<file path="src/rtl/long_code_scrambler.sv">
module long_code_scrambler #(
  parameter int         W        = 24,
  parameter logic [W-1:0] RST_TAPS = 24'hE10000
) (
  input  logic         clk,
  input  logic         rst_n,
  input  logic         wr_en,
  input  logic [1:0]   wr_addr,
  input  logic [W-1:0] wr_data,
  input  logic         chip_en,
  input  logic         i_chip,
  input  logic         q_chip,
  output logic         i_out,
  output logic         q_out
);
  localparam logic [W-1:0] ONE = {{(W-1){1'b0}}, 1'b1};

  logic [W-1:0] taps, seed, state, cur, nxt;
  logic         run, pend;

  wire seed_wr    = wr_en && wr_addr == 2'd1;
  wire ctrl_wr    = wr_en && wr_addr == 2'd2;
  wire restart_wr = ctrl_wr && wr_data[1];

  assign cur   = pend ? seed : state;
  assign nxt   = {cur[W-2:0], ^(cur & taps)};
  assign i_out = i_chip;
  assign q_out = q_chip ^ (run & cur[W-1]);

  always_ff @(posedge clk) begin
    if (!rst_n) begin
      taps  <= RST_TAPS;
      seed  <= ONE;
      state <= ONE;
      run   <= 1'b0;
      pend  <= 1'b0;
    end else begin
      if (wr_en && wr_addr == 2'd0) taps <= wr_data;
      if (seed_wr) seed <= (wr_data == '0) ? ONE : wr_data;
      if (ctrl_wr) run <= wr_data[0];
      if (chip_en) begin
        state <= run ? nxt : cur;
        pend  <= 1'b0;
      end
      if (seed_wr || restart_wr) pend <= 1'b1;
    end
  end


  idle_hold_chk: assert property (@(posedge clk) disable iff (!rst_n)
    (!run && !pend && chip_en) |=> $stable(state));


  shift_chk: assert property (@(posedge clk) disable iff (!rst_n)
    (run && !pend && chip_en) |=> state[W-1:1] == $past(state[W-2:0]));


  no_early_load_chk: assert property (@(posedge clk) disable iff (!rst_n)
    (!chip_en) |=> $stable(state));


  load_clear_chk: assert property (@(posedge clk) disable iff (!rst_n)
    (pend && chip_en && !seed_wr && !restart_wr) |=> !pend);


  nonzero_load_chk: assert property (@(posedge clk) disable iff (!rst_n)
    (pend && chip_en && !run) |=> state != '0);

endmodule

</file>
<file path="config.mk">
export PLATFORM = sky130hd
export DESIGN_NAME = long_code_scrambler
export DESIGN_NICKNAME = d
export VERILOG_FILES = /design/src/rtl/long_code_scrambler.sv
export SDC_FILE = /design/constraint.sdc
export NUM_CORES = 1
export LEC_CHECK = 0
export CAP_MARGIN = 20
export CORE_UTILIZATION = 45
export DETAILED_ROUTE_END_ITERATION = 12
export SLEW_MARGIN = 0
export SYNTH_ARGS = -nofsm -noshare
export SYNTH_HDL_FRONTEND = slang
export SYNTH_SLANG_ARGS = --single-unit
</file>
<file path="constraint.sdc">
create_clock -name clk -period 4.7 [get_ports clk]
set_input_delay 0.94 -clock clk [delete_from_list [all_inputs] [get_ports clk]]
set_output_delay 0.94 -clock clk [all_outputs]
set_load 0.02 [all_outputs]
</file>
==> results.cfg, run 1 <==
[run_status]
status = complete, no violations

[yosys]
syn_area_um2 = 3730
synth.area.top_cells = dfxtp_1 (40%), nand2_1 (12%), mux2_2 (11%)
ys_types = 29
avgSynthCellArea_um2 = 9.08
yosysSeqAreaShare = 0.397
yosys_register_bits = 74
ys_warn_count = 0
synth_nets = 443
yosysTopAreaCellShare = 0.397
synth_top_area_cell = dfxtp_1
synthCells = 411

[layout]
syn2layout_area_growth_pct = 15.5
drive_above_1_share = 0.164
final_cell_mix = nand2_1 (116), dfxtp_1 (74), a21boi_0 (43)
fin_nets = 466
fin_area_um2 = 4310
diodes = 0
layout_commonest_cell = nand2_1

[floorplanning]
die_area_um2 = 8660
row_count = 32
io_pins = 34
core_area_um2 = 7890
start_util = 0.473
die_y_um = 93.0
chipWidth_um = 93.0

[timing]
min_period_over_period = 0.690
slew_violations = 0
clock.fmax_mhz = 308
skew_ns = 0.00704
final_hold_viol_count = 0
fin_tns_setup_ns = 0
tightest_slew_ns = 1.07
maxSlewHeadroom = 0.281
min_period_ns = 3.24
setup_violations = 0
rsz0062_at_grt = false

[cts]
cts_hold_buffers = 0
cts_root_buffer = clkbuf_8
clock_path_buffers = 2
postCtsSetupBuffers = 0
ctsResizeCount = 0
clock-sinks = 74
h-tree-depth = 3
clk_pin_slew_ns = 0.08
numCtsBuffers = 9
clk_latency_ns = 0.35
cts_tree = built

[worst_setup_path]
cp-end-kind = output pin
critPathBufInv = 2
cp_data_arrival_time_ns = 2.30
cpLargestDelayFamily = buffers and inverters
slowest_delay_ns = 0.62
rrSetupSlack_ns = 2.29
required_ns = 3.76
r2r-end = state[0]$_SDFFE_PN1P_
cpMaxStageDelayCell = clkdlybuf4s50_1
reg2reg_depth = 9
cp_max_fo = 25
start_kind = flop
path_cells = buf_4 > mux2_2 > nand2_1 > xnor2_1 > clkdlybuf4s50_1
r2r-start = pend$_SDFFE_PN0P_
timing_worst_setup_path_type = reg2out

[min_path]
hold_path.class = reg2reg
whs_endpoint = seed[20]$_SDFFE_PN0P_
min_from = seed[20]$_SDFFE_PN0P_
min_path_cells = 2

[power]
irDropWorstVdd_mv = 0.168
leakage_uw = 0.00160
power.density_nw_per_um2 = 295

[placed_design]
gp_congestion = 0.715
port_buffers = 31
placed_cell_area_um2 = 4090
dp_hpwl_mm = 5.35

[drt]
postRouteAntennaNets = 0
dr.pass1.iters = 4
drt-initial-drc-count = 107
wl_per_cell_um = 15.9
post_drt_via_cell_ratio = 5.13
finalWirelength_mm = 8.60
drc_errors = 0
via_count = 2778

[global_routing]
grt_pass1_vias = 2768
grt_max_degree = 75
grt_pass1_wl_mm = 14.2
grt_use_total = 0.217
antenna_found_initial = 0
grt-ovfl-total = 0

[flow_run]
maxCapViolations = 0
[cell families after synthesis]
| family | Yosys count | synth area share |
|---|---|---|
| muxes | 69 | 0.206 |
| xor gates and xnor gates | 23 | 0.0617 |
| DFF | 74 | 0.397 |
| and+or+nand+nor | 167 | 0.203 |
| buffers and inverters | 27 | 0.0342 |
| AOI/OAI and AO/OA | 51 | 0.0983 |
[flip-flops by register name, indices dropped and copies added (netlist names)]
register,count
taps,24
seed,24
pend,1
state,24
run,1
[worst max-delay path by stage]
stage	from	to	cells past startpoint
after floorplan	run$_SDFFE_PN0N_	q_out	4
after global placement	q_chip	q_out	3
after detailed placement	q_chip	q_out	3
after CTS	pend$_SDFFE_PN0P_	q_out	5
after global routing	pend$_SDFFE_PN0P_	q_out	5
final	pend$_SDFFE_PN0P_	q_out	5
[where the power goes]
part / total, µW / switching, µW / internal, µW
Clock: 490 / 246 / 244
Combinational: 129 / 65.2 / 63.4
Sequential: 651 / 8.04 / 643
Total: 1270 / 320 / 951
[cells in the mapped netlist]
cell and number:
nand2_1 116, dfxtp_1 74, a21boi_0 43, mux2_2 35
nor2b_1 27, mux2i_1 25, clkbuf_1 22, xnor2_1 17
mux2_4 6, nand3_1 6, nor4_1 6, o21ai_0 4
a21oi_1 3, buf_6 3, mux2_1 3, nand3b_1 3
xor2_1 3, nand2_2 2, nor2_1 2, nor3b_1 2
a311oi_1 1, and4_1 1, buf_4 1, inv_1 1
nand2_4 1, nand2b_1 1, xnor2_2 1, xnor3_1 1
xor2_2 1
[final cells by class]
cell class | instances | area [µm²]
Inverter | 1 | 3.75
Tap cell | 102 | 128
Fill cell | 732 | 3580
Timing Repair Buffer | 38 | 370
Sequential cell | 74 | 1480
Clock buffer | 9 | 124
Multi-Input combinational cell | 310 | 2130
Clock inverter | 7 | 70.1
[stage by stage]
stage	hold WS, ns	worst slack, ns	std cells	util	total power (µW)
global route	0.489	1.35	541	0.546	1320
global placement	0.448	1.62	524	0.519	792
finish	0.465	1.46	541	0.546	1270
floorplan	0.433	2.34	411	-	740
CTS	0.471	1.44	540	0.544	1280
detailed placement	0.453	1.60	524	0.519	794
[metal layers]
layer / global-route usage / vias up / wire, µm
met2: 0.350 / 44 / 3930
met3: 0.0350 / 10 / 271
met5: 0 / - / 0
met1: 0.289 / 1309 / 4260
li1: - / 1415 / -
met4: 0.0846 / 0 / 144
[worst reg2reg max path: stages, from the launching register on]
cell      delay (ns)
dfxtp_1         0.31
buf_4           0.37
mux2_2          0.42
nand2_1         0.12
xor2_1          0.18
xnor2_1         0.15
xnor2_1         0.15
xnor3_1         0.41
a21oi_1         0.14
nand3b_1        0.11
Note: power is estimated with default switching activity, not from simulation.
==> run 2: changes to the inputs <==
Settings changed: PLACE_DENSITY from default to 0.67.
Clock period 4.7 ns to 2.95 ns, I/O delays scaled along.
==> run 2 against run 1 <==
  * Clock-buffer cell count rose by 2
  * Critical endpoint unchanged
  * Critical path type unchanged
  * Non-clock buffer count rose by 4
  * First-iteration DRC count rose by 30%
  * Sequential share of layout area fell by 0.34 points
==> results.cfg, run 2 (synthesized netlist as in run 1, its figures left out) <==
[run_status]
status = complete, no violations

[cts]
cts_tree = built
numCtsBuffers = 9
clock-sinks = 74
cts_root_buffer = clkbuf_8
ctsResizeCount = 0
clock_path_buffers = 2
clk_latency_ns = 0.35
clk_pin_slew_ns = 0.08
cts_hold_buffers = 0
postCtsSetupBuffers = 0
h-tree-depth = 3

[worst_setup_path]
cp_data_arrival_time_ns = 1.92
start_kind = flop
cp_max_fo = 3
timing_worst_setup_path_type = reg2out
endpoint = q_out
crit_start = pend$_SDFFE_PN0P_
reg2reg_depth = 9
required_ns = 2.36
path_cells = mux2_2 > nand2_1 > xnor2_1 > clkdlybuf4s50_1
r2r-end = state[0]$_SDFFE_PN1P_
critPathBufInv = 1
slowest_delay_ns = 0.62
cpLargestDelayFamily = buffers and inverters
rrSetupSlack_ns = 0.64
crit_cells = 4
cpMaxStageDelayCell = clkdlybuf4s50_1
r2r-start = pend$_SDFFE_PN0P_
cp-end-kind = output pin

[timing]
rsz0062_at_grt = false
maxSlewHeadroom = 0.696
final_hold_viol_count = 0
skew_ns = 0.0102
clock.fmax_mhz = 398
min_period_ns = 2.51
fin_tns_setup_ns = 0
setup_violations = 0
tightest_slew_ns = 0.456
slew_violations = 0
min_period_over_period = 0.852

[floorplanning]
chipWidth_um = 93.0
row_count = 32
core_area_um2 = 7890
die_y_um = 93.0
start_util = 0.473
die_area_um2 = 8660
io_pins = 34

[global_routing]
antenna_found_initial = 0
grt_max_degree = 52
grt-ovfl-total = 0
grt_use_met1 = 0.301
grt_use_total = 0.216
use_met3 = 0.0317
gr-usage-met2 = 0.336
grt-busiest-layer = met2
grt_pass1_wl_mm = 14.1
grt_pass1_vias = 2724

[drt]
postRouteAntennaNets = 0
wl_per_cell_um = 15.9
drt-initial-drc-count = 139
via_count = 2835
finalWirelength_mm = 8.67
drc_errors = 0
dr.pass1.iters = 4
post_drt_via_cell_ratio = 5.20

[power]
power.density_nw_per_um2 = 486
leakage_uw = 0.00162
power.internal_uw = 1620
switching_power_uw = 489
clock_power_share = 0.411
irDropWorstVdd_mv = 0.272
combPwrFrac = 0.097
pwr-share-seq = 0.492
p_sw_frac = 0.231

[layout]
seq_area_um2 = 1480
syn2layout_area_growth_pct = 16.6
utilization = 0.552
fin_nets = 470
multi_input_area_um2 = 2130
diodes = 0
final_cell_mix = nand2_1 (116), dfxtp_1 (74), a21boi_0 (43)
reg_top3 = seed (24), state (24), taps (24)
layout_commonest_cell = nand2_1
drive_above_1_share = 0.169
fill_cells = 749
fin_area_um2 = 4350

[placed_design]
port_buffers = 31
placed_cell_area_um2 = 4130
gp_congestion = 0.811
dp_hpwl_mm = 5.78

[min_path]
hold_path.class = reg2reg
min_path_cells = 2

[flow_run]
maxCapViolations = 0
run 2: cell count changes in the layout (fill, tap and decap cells not counted):
| cell | change |
|---|---|
| buf_4 | +5 |
| clkinv_4 | -2 |
| buf_12 | -1 |
| bufinv_16 | +1 |
| clkbuf_1 | +1 |
| clkbuf_8 | +1 |
| clkinv_2 | -1 |
run 2: worst min-delay path, cell delays in order (launching register included):
cell	delay (ns)
dfxtp_1	0.31
nand2_1	0.04
a21boi_0	0.06
run 2: routing by layer:
metal | vias to the layer above | share of wire
met5 | - | 0
met4 | 0 | 0.013
met3 | 8 | 0.043
met2 | 57 | 0.45
met1 | 1353 | 0.50
li1 | 1417 | -
run 2: power by group through the flow:
stage                     Clock [µW]  Sequential (µW)  Combinational (µW)
after floorplan                    0             1060                 122
after global placement             0             1060                 203
after detailed placement           0             1060                 206
after CTS                        891             1040                 207
after global routing             934             1040                 225
final                            868             1040                 206
run 2: how the worst min path moves through the flow:
stage,start,to,slack (ns)
after floorplan,taps[22]$_SDFFE_PN1P_,taps[22]$_SDFFE_PN1P_,0.43
after global placement,taps[3]$_SDFFE_PN0P_,taps[3]$_SDFFE_PN0P_,0.45
after detailed placement,seed[20]$_SDFFE_PN0P_,seed[20]$_SDFFE_PN0P_,0.46
after CTS,seed[10]$_SDFFE_PN0P_,seed[10]$_SDFFE_PN0P_,0.47
after global routing,taps[10]$_SDFFE_PN0P_,taps[10]$_SDFFE_PN0P_,0.48
final,seed[20]$_SDFFE_PN0P_,seed[20]$_SDFFE_PN0P_,0.46
run 2: layout make-up:
| class | count | share of cell area |
|---|---|---|
| multi-input combinational | 310 | 0.490 |
| timing repair buffer | 42 | 0.0892 |
| sequential | 74 | 0.341 |
| clock buffer | 11 | 0.0325 |
| inverter | 1 | 0.000863 |
| tap | 102 | 0.0293 |
| clock inverter | 5 | 0.0178 |
run 2: through the flow:
stage / total power, µW / std cells / hold WS, ns / setup WS [ns]
floorplan: 1180 / 411 / 0.433 / 0.873
global route: 2200 / 545 / 0.484 / 0.339
finish: 2110 / 545 / 0.465 / 0.436
global placement: 1270 / 529 / 0.449 / 0.557
CTS: 2140 / 545 / 0.467 / 0.399
detailed placement: 1270 / 529 / 0.456 / 0.552
